**src/rtl/line_scanner.sv**
```systemverilog
module line_scanner #(
  parameter int LINES  = 624,
  parameter int W_M1   = 600,
  parameter int W_M2   = 572,
  parameter int W_M3   = 480,
  parameter int W_M4   = 400,
  localparam int IW    = $clog2(LINES + 1)
) (
  input  logic          clk,
  input  logic          rst_n,
  input  logic          vck,
  input  logic          vst,
  input  logic          dwn,
  input  logic          enb,
  input  logic          blk,
  input  logic [2:0]    mode,
  output logic [IW-1:0] line_idx,
  output logic          line_valid,
  output logic          black
);

  localparam logic [IW-1:0] LAST = IW'(LINES - 1);

  logic          vck_q, active, dir_q;
  logic [IW-1:0] pos, idx, win, off;
  logic          vedge, in_win;

  assign vedge = vck ^ vck_q;

  always_ff @(posedge clk) begin
    if (!rst_n) begin
      vck_q  <= 1'b0;
      active <= 1'b0;
      dir_q  <= 1'b1;
      pos    <= '0;
    end else begin
      vck_q <= vck;
      if (vedge) begin
        if (vst) begin
          active <= 1'b1;
          pos    <= '0;
          dir_q  <= dwn;
        end else if (active) begin
          if (pos == LAST) begin
            active <= 1'b0;
            pos    <= '0;
          end else begin
            pos <= pos + IW'(1);
          end
        end
      end
    end
  end

  assign idx = dir_q ? pos : LAST - pos;

  always_comb begin
    case (mode)
      3'd1:    win = IW'(W_M1);
      3'd2:    win = IW'(W_M2);
      3'd3:    win = IW'(W_M3);
      3'd4:    win = IW'(W_M4);
      default: win = IW'(LINES);
    endcase
  end

  assign off    = IW'((IW'(LINES) - win) >> 1);
  assign in_win = ({1'b0, idx} >= {1'b0, off}) &&
                  ({1'b0, idx} <  ({1'b0, off} + {1'b0, win}));

  assign line_idx   = active ? idx : '0;
  assign line_valid = active & enb;
  assign black      = active & (blk | ~in_win);

  assert_restart_R10: assert property (@(posedge clk) disable iff (!rst_n)
    (vedge && vst) |=> (active && pos == '0));

  assert_step_R3: assert property (@(posedge clk) disable iff (!rst_n)
    (vedge && !vst && active && pos != LAST) |=> (active && pos == $past(pos) + IW'(1)));

  assert_hold_R3: assert property (@(posedge clk) disable iff (!rst_n)
    !vedge |=> ($stable(pos) && $stable(active)));

  assert_end_R5: assert property (@(posedge clk) disable iff (!rst_n)
    (vedge && !vst && active && pos == LAST) |=> !active);

  assert_dir_R4: assert property (@(posedge clk) disable iff (!rst_n)
    !(vedge && vst) |=> $stable(dir_q));

  assert_full_R8: assert property (@(posedge clk) disable iff (!rst_n)
    (active && !blk && mode > 3'd4) |-> !black);

endmodule

```
**config.mk**
```make
export PLATFORM = sky130hd
export DESIGN_NAME = line_scanner
export DESIGN_NICKNAME = d
export VERILOG_FILES = /design/src/rtl/line_scanner.sv
export SDC_FILE = /design/constraint.sdc
export NUM_CORES = 1
export LEC_CHECK = 0
export BUFFER_PORTS_ARGS = -buffer_cell sky130_fd_sc_hd__buf_2
export CAP_MARGIN = 20
export CORE_MARGIN = 2
export CORE_UTILIZATION = 52
export CTS_CLUSTER_SIZE = 20
export DETAILED_ROUTE_END_ITERATION = 8
export GPL_TIMING_DRIVEN = 0
export PLACE_DENSITY_LB_ADDON = 0.1
export SETUP_SLACK_MARGIN = 0.02
export SKIP_CTS_REPAIR_TIMING = 1
export SLEW_MARGIN = 20
export SYNTH_ARGS = -nofsm -noshare
export SYNTH_HDL_FRONTEND = slang
export SYNTH_SLANG_ARGS = --single-unit
export TNS_END_PERCENT = 100
```
**constraint.sdc**
```tcl
create_clock -name clk -period 2.2 [get_ports clk]
set_input_delay 0 -clock clk [delete_from_list [all_inputs] [get_ports clk]]
set_output_delay 0 -clock clk [all_outputs]
set_load 0.005 [all_outputs]
```
# --- Yosys cells after proc, flatten, opt, wreduce, memory -nomap -nowiden ---
# Index checks and enable logic that the tools add are counted.
op_classes:
  addsub: 4
  n_lt_le_gt_ge: 2
  n_eq_ne: 5
  mux: 9
  n_bitwise: 5
  reduce_logical: 4
ops:
  columns: ["op", "n"]
  rows:
  - ["$mux 10", 5]
  - ["$pmux 10 s4", 1]
  - ["$sub 10x10->10 const A", 2]
  - ["$add 9x10->11", 1]
  - ["$lt 10x11->1", 1]
  - ["$add 10x1->10 const B", 1]
  - ["$eq 10x10->1 const B", 1]
  - ["$ge 10x9->1", 1]
  - ["$eq 3x2->1 const B", 2]
  - ["$reduce_and 2->1", 2]
  - ["$eq 3x1->1 const B", 1]
  - ["$eq 3x3->1 const B", 1]
  - ["$mux 1", 3]
  - ["$and 1x1->1", 2]
  - ["$reduce_bool 2->1", 1]
  - ["$logic_and 1x1->1", 1]
  - ["$not 1->1", 1]
  - ["$or 1x1->1", 1]
  - ["$xor 1x1->1", 1]
word_totals:
  reg_bits: 13
  in_bits: 10
  output_inout_bits: 12
  word_cells: 33

# --- Longest topological paths before layout ---
# Gate-level depths: netlist of run 1.
depth:
  depth_word: 9
  depth_mapped: 14
  depth_no_buf: 14

# --- Least setup slack after synthesis of run 1 ---
# Ideal clock, no wire load.
synth_path:
  kind: "in2out"
  from: "in mode[0]"
  to: "out black"
  arrival_time_ns: 2.235
  t_required_ns: 2.200
  path_slack_ns: -0.035
  path_stages: 13
  n_path_buf: 1
  cell_sequence: "buf_2 > nor2_1 > nand2_1 > inv_1 > ha_1 > a21oi_1 > a32oi_1 > o221a_2 > ha_1 > a21oi_1 > o21ai_0 > a41oi_1 > o32ai_1"
synth_between:
  elab_chain_cells: 9
  elab_cells_between_ends: 13
  cone_classes: "add/sub (2); order compare (2); eq/ne (4); mux (1); bitwise (3); reduce/logical (1)"
synth_lines:
  columns: ["element", "line", "text"]
  rows:
  - ["start, declared", "16", "input logic [2:0] mode,"]
  - ["$eq 3x3->1, or another cell as far along", "58", "case (mode)"]
  - ["$pmux 10 s4 *", "58", null]
  - ["$sub 10x10->10", "67", "assign off = IW'((IW'(LINES) - win) >> 1);"]
  - ["$add 9x10->11", "69", "({1'b0, idx} < ({1'b0, off} + {1'b0, win}));"]
  - ["$lt 10x11->1", "69", null]
  - ["$logic_and 1x1->1 *", "68", "assign in_win = ({1'b0, idx} >= {1'b0, off}) &&"]
  - ["$not 1->1 *", "73", "assign black = active & (blk | ~in_win);"]
  - ["$or 1x1->1 *", "73", null]
  - ["$and 1x1->1 *", "73", null]
  - ["end, declared", "19", "output logic black"]
# Every way passes the cells marked *; elsewhere a longest branch is shown, timed or not.

# --- Worst setup path after layout of run 1 ---
layout_path:
  from: "reg pos[6]"
  to: "out black"
layout_between:
  elab_chain_cells: 7
  elab_cells_between_ends: 8
  cone_classes: "add/sub (1); order compare (2); mux (1); bitwise (3); reduce/logical (1)"
layout_lines:
  columns: ["element", "line", "text"]
  rows:
  - ["start, declared", "25", "logic [IW-1:0] pos, idx, win, off;"]
  - ["start signal, assigned", "48", "pos <= pos + IW'(1);"]
  - ["$sub 10x10->10", "55", "assign idx = dir_q ? pos : LAST - pos;"]
  - ["$mux 10 *", "55", null]
  - ["$lt 10x11->1 or $ge 10x9->1 (tied branches)", "69, 68", null]
  - ["$logic_and 1x1->1 *", "68", null]
  - ["$not 1->1 *", "73", null]
  - ["$or 1x1->1 *", "73", null]
  - ["$and 1x1->1 *", "73", null]
# Marks and branches as above.

==> out/metrics.yaml, run 1 <==
outcome:
  status: "finished with violations"
  violations: "negative setup slack"
sta:
  slew_viol_final: 0
  slew_headroom: 0.566
  hold_violations: 0
  finalCritPeriodShare: 1.16
  fin_crit_ns: 2.54
  setup_violations: 1
  timing.final.ws_setup_ns: -0.344
  grt_setup_unrepaired: "yes"
  fin_skew_ns: 0.00797
  totalNegativeSetupSlack_ns: -0.344
  tightest_slew_ns: 0.646
  fmax_mhz: 393
die:
  die-area_um2: 3320
  die_h_um: 57.6
  pin_count: 22
  rows: 19
  die_w_um: 57.6
  start_util: 0.546
  core_um2: 2730
clocking:
  h-tree-depth: 1
  clock-sinks: 13
  clk_path_buf_depth: 2
  clock_latency_ns: 0.28
  root_buffer: "clkbuf_4"
  path_clk_slew_ns: 0.08
  cts_buffers: 3
  cts_tree: "yes"
synthesis:
  synth-simple-area-share: 0.262
  ys.flop_type: "dfxtp_1"
  syn-mean-instance-area_um2: 7.78
  synth_top_family_by_area: "simple AND/OR/NAND/NOR gates"
  ys_ff_latch: 13
  synth_nets: 226
  syn_inst: 192
  yosysTopAreaCellShare: 0.193
  synth_adder_area_share: 0.206
  yosysWarningCount: 0
  synthXorXnorAreaFrac: 0.123
  yosys-top-cells-area: "ha_1 19%, dfxtp_1 17%, xor2_1 7.0%"
  async_reset_ff_frac: 0
  synthMuxAreaShare: 0.00754
  ys_seq_area_frac: 0.174
  synth_edf_count: 0
  synth_cell_types: 46
  synth_top_area_cell: "ha_1"
  synth-compound-area-share: 0.186
  netlist_area_um2: 1490
layout:
  antenna_cells: 0
  syn_to_final_growth_pct: 25.7
  fill_cells: 239
  drive_above_1_share: 0.292
  post-route-util: 0.687
  fin_nets: 261
critical_path:
  critPathKind: "register to primary output"
  cp_max_fo: 6
  crit_family: "simple AND/OR/NAND/NOR gates"
  cp-start-kind: "register"
  reg2reg_slack_ns: 0.28
  slowest_stage: "or4_4"
  critical_path_depth: 9
  worstReg2RegStart: "pos[1]"
  cpPeakStageDelay_ns: 0.48
  r2r-end: "pos[7]"
  cp.arrival_ns: 2.54
  endpoint_kind: "primary output"
  critPathBufInv: 1
  crit_chain: "and3_4 > nor2b_1 > xor2_1 > ha_1 > nand3_2 > nor2_1 > or4_4 > o32ai_2 > buf_2"
  critical_path.endpoint: "black"
  reg2reg_depth: 6
  required_ns: 2.20
  startpoint: "pos[6]"
global_routing:
  grt_overflow: 0
  grt_pass1_wl_um: 5800
  antenna_found_initial: 0
  grt_pass1_vias: 1284
  grtUsageTotal: 0.222
  grt_start_max_net_pins: 11
placement:
  place_hpwl_um: 2700
  io_buffers: 20
  gp_congestion: 0.917
drt:
  initialDrtViolationCount: 82
  vias_per_cell: 5.69
  dr.pass1.iters: 4
  vias: 1462
  drc: 0
  drtAntennaViolNets: 0
  wire_per_inst_um: 14.5
  wl_um: 3730
pwr:
  ir_worst_vdd_v: 0.000488
  powerDensity_nw_per_um2: 370
  leakage_uw: 0.000852
flow_run:
  cap_violations: 0
worst_hold_path:
  hp-class: "input port to register"
[power breakdown]
group	total [µW]	internal [µW]	switching, µW	leakage (µW)
Combinational	301	133	167	0.000729
Clock	148	70.4	77.3	0.0000150
Sequential	246	238	8.05	0.000108
Total	694	442	253	0.000852
[metal layers]
metal	part of all wire	wire length (µm)	global-route usage
met2	0.45	1670	0.356
met1	0.50	1860	0.318
met5	0	0	0
met4	0.0032	12	0.0299
met3	0.048	180	0.0408
[per-stage QoR]
stage / hold slack (ns) / power (µW) / worst slack (ns) / std cells / cell area (µm²)
detailed placement: 0.236 / 508 / -0.601 / 243 / 1640
finish: 0.0558 / 694 / -0.344 / 257 / 1880
floorplan: 0.0718 / 438 / 0.0496 / 192 / 1500
global route: 0.0617 / 744 / -0.453 / 257 / 1880
CTS: -0.0542 / 656 / -0.627 / 247 / 1670
global placement: 0.235 / 494 / -0.493 / 243 / 1640
[synth_stat cells, drive strengths merged (3+ instances only)]
| library cell | n |
|---|---|
| a21oi | 16 |
| a31oi | 3 |
| and2 | 11 |
| clkbuf | 3 |
| dfxtp | 13 |
| ha | 23 |
| inv | 11 |
| nand2 | 16 |
| nand2b | 3 |
| nand3 | 7 |
| nor2 | 20 |
| nor2b | 4 |
| o21ai | 10 |
| xnor2 | 9 |
| xor2 | 12 |
[flip-flops by register name, indices dropped and copies added (netlist names)]
signal and flops:
pos 10, active 1, dir_q 1, vck_q 1
[cells by family after synthesis]
logic type,after synthesis
flops,13
simple gates,74
xor+xnor,21
fa+ha+maj,24
mux,1
buf+inv,15
compound gates,43
other cells,1
[final cells by class]
class / count / area, µm² / share of cell area
clock buffer: 4 / 26.3 / 0.0140
inverter: 11 / 41.3 / 0.0220
buffer: 4 / 25.0 / 0.0133
timing repair buffer: 30 / 183 / 0.0973
multi-input combinational: 164 / 1290 / 0.688
tap: 31 / 38.8 / 0.0207
sequential: 13 / 272 / 0.145
[layout by cell type, fill, tap and decap left out, types with 2 or more instances in the layout]
cell,instances
a21oi_2,4
o21ai_1,2
nand3_1,5
buf_4,7
nand3_2,2
ha_1,19
o21a_1,2
nor4_1,2
nor3_1,2
nand2b_1,3
nor2b_1,3
a21oi_1,10
dfxtp_4,3
a31oi_1,3
dfxtp_1,10
xor2_2,2
xor2_1,10
inv_2,2
a21o_1,2
o21ai_0,7
dlygate4sd3_1,3
ha_4,2
nor2_1,18
a21oi_4,2
clkbuf_4,3
or4_4,2
inv_1,9
xnor2_1,9
clkbuf_1,2
and2_1,11
ha_2,2
nand2_1,16
a211oi_1,2
buf_2,22
and3_4,2
[how the worst min path moves through the flow]
stage | startpoint | to | slack, ns | cells after the start
2_1_floorplan | rst_n | dir_q | 0.07 | 1
3_3_place_gp | dwn | dir_q | 0.24 | 3
3_5_place_dp | dwn | dir_q | 0.24 | 3
4_1_cts | dwn | dir_q | -0.05 | 3
5_1_grt | rst_n | active | 0.06 | 2
6_report | rst_n | active | 0.06 | 2
(Power assumes the default switching activity.)
==> inputs of run 2 (changes only) <==
--- a/config.mk
+++ b/config.mk
@@ -17,3 +17,3 @@
 export SKIP_CTS_REPAIR_TIMING = 1
-export SLEW_MARGIN = 20
+export SLEW_MARGIN = 0
 export SYNTH_ARGS = -nofsm -noshare
==> constraint.sdc (replaced) <==
create_clock -name clk -period 2.2 [get_ports clk]
set_input_delay 0.44 -clock clk [delete_from_list [all_inputs] [get_ports clk]]
set_output_delay 0.44 -clock clk [all_outputs]
set_load 0.005 [all_outputs]
==> out/metrics.yaml, run 2 (synthesized netlist as in run 1, its figures left out) <==
placement:
  io_buffers: 20
  gp_congestion: 0.863
  place_hpwl_um: 2770
  dpl_cell_area_um2: 1780
  place_ws_ns: -1.22
sta:
  hold_violations: 0
  timing.final.ws_setup_ns: -1.03
  slew_headroom: 0.579
  fin_skew_ns: 0.00155
  setup_violations: 1
  fmax_mhz: 310
  finalCritPeriodShare: 1.47
  grt_setup_unrepaired: "yes"
  fin_crit_ns: 3.23
  slew_viol_final: 0
  tightest_slew_ns: 0.627
drt:
  wl_um: 3860
  vias_per_cell: 5.68
  dr.pass1.iters: 4
  wire_per_inst_um: 14.8
  drc: 0
  vias: 1483
  drtAntennaViolNets: 0
  initialDrtViolationCount: 38
critical_path:
  cp-start-kind: "input port"
  cp_max_fo: 7
  critPathKind: "input port to primary output"
  cp.arrival_ns: 2.79
  endpoint_kind: "primary output"
  required_ns: 1.76
pwr:
  ir_worst_vdd_v: 0.000387
  leakage_uw: 0.000904
  powerDensity_nw_per_um2: 356
clocking:
  clock_latency_ns: 0.27
  h-tree-depth: 1
  clk_path_buf_depth: 2
  root_buffer: "clkbuf_4"
  path_clk_slew_ns: 0.08
  cts_tree: "yes"
  clock-sinks: 13
  cts_buffers: 3
layout:
  drive_above_1_share: 0.400
  final_area_um2: 2080
  regMostFlops: "pos"
  largest_reg_flops: 10
  syn_to_final_growth_pct: 39.4
  final_cell_mix: "18 x nor2_1, 18 x buf_2, 15 x ha_1"
  fin_nets: 265
  antenna_cells: 0
outcome:
  status: "finished with violations"
  violations: "negative setup slack"
die:
  die-area_um2: 3320
  die_h_um: 57.6
  start_util: 0.546
  pin_count: 22
  die_w_um: 57.6
  rows: 19
  core_um2: 2730
global_routing:
  grt_overflow: 0
  grt_pass1_wl_um: 5820
  grtUsageTotal: 0.221
  grt_pass1_vias: 1346
  antenna_found_initial: 0
  grt_start_max_net_pins: 11
worst_hold_path:
  hp-class: "input port to register"
flow_run:
  cap_violations: 0
==> run 2: changes by cell type in the layout (fill, tap and decap cells not counted), moves of 4 or more <==
cell / previous run / this run
buf_4: 7 / 14
ha_1: 19 / 15
buf_2: 22 / 18
inv_1: 9 / 5
ha_4: 2 / 6
==> run 2: final timing paths <==
check,slack (ns),end,startpoint,cells after the start
worst max-delay path,-1.03,black,mode[2],15
worst min-delay path,0.40,dir_q,dwn,3
worst max register to register,0.33,pos[4],pos[0],6
worst min register to register,0.57,active,active,2
==> run 2: cell type report <==
| class | instances | area (µm²) |
|---|---|---|
| multi-input combinational | 164 | 1420 |
| buffer | 3 | 40.0 |
| tap | 31 | 38.8 |
| sequential | 13 | 273 |
| fill | 210 | 651 |
| inverter | 11 | 46.3 |
| timing repair buffer | 35 | 238 |
| clock buffer | 4 | 26.3 |
==> run 2: layer usage <==
metal	wire length, µm	up-vias	GRT usage
met1	1780	688	0.317
met2	1830	40	0.343
met5	0	-	0
li1	-	749	-
met3	193	6	0.0408
met4	53	0	0.0532
==> run 2: where the power goes <==
| group | internal [µW] | switching (µW) |
|---|---|---|
| Combinational | 162 | 180 |
| Sequential | 238 | 13.4 |
| Clock | 70.3 | 77.4 |
| Total | 470 | 271 |
==> run 2: worst max-delay path, cell delays in order <==
cell and delay [ns]:
buf_12 0.10, clkbuf_16 0.15, buf_4 0.13, nand2_2 0.10
inv_2 0.06, ha_4 0.27, a21oi_4 0.25, a32oi_1 0.10
o221a_2 0.27, ha_4 0.25, a21oi_1 0.15, o21ai_1 0.10
a41oi_2 0.19, o32ai_2 0.09, buf_2 0.14
==> run 2: stage by stage <==
step	instances	total power (µW)	hold WS, ns	util	setup TNS, ns
global route	261	796	0.415	0.762	-1.20
CTS	247	696	0.384	0.660	-1.68
finish	261	741	0.397	0.762	-1.03
global placement	243	532	0.528	0.650	-1.13
detailed placement	243	545	0.540	0.650	-1.22
floorplan	192	473	0.486	-	-0.536
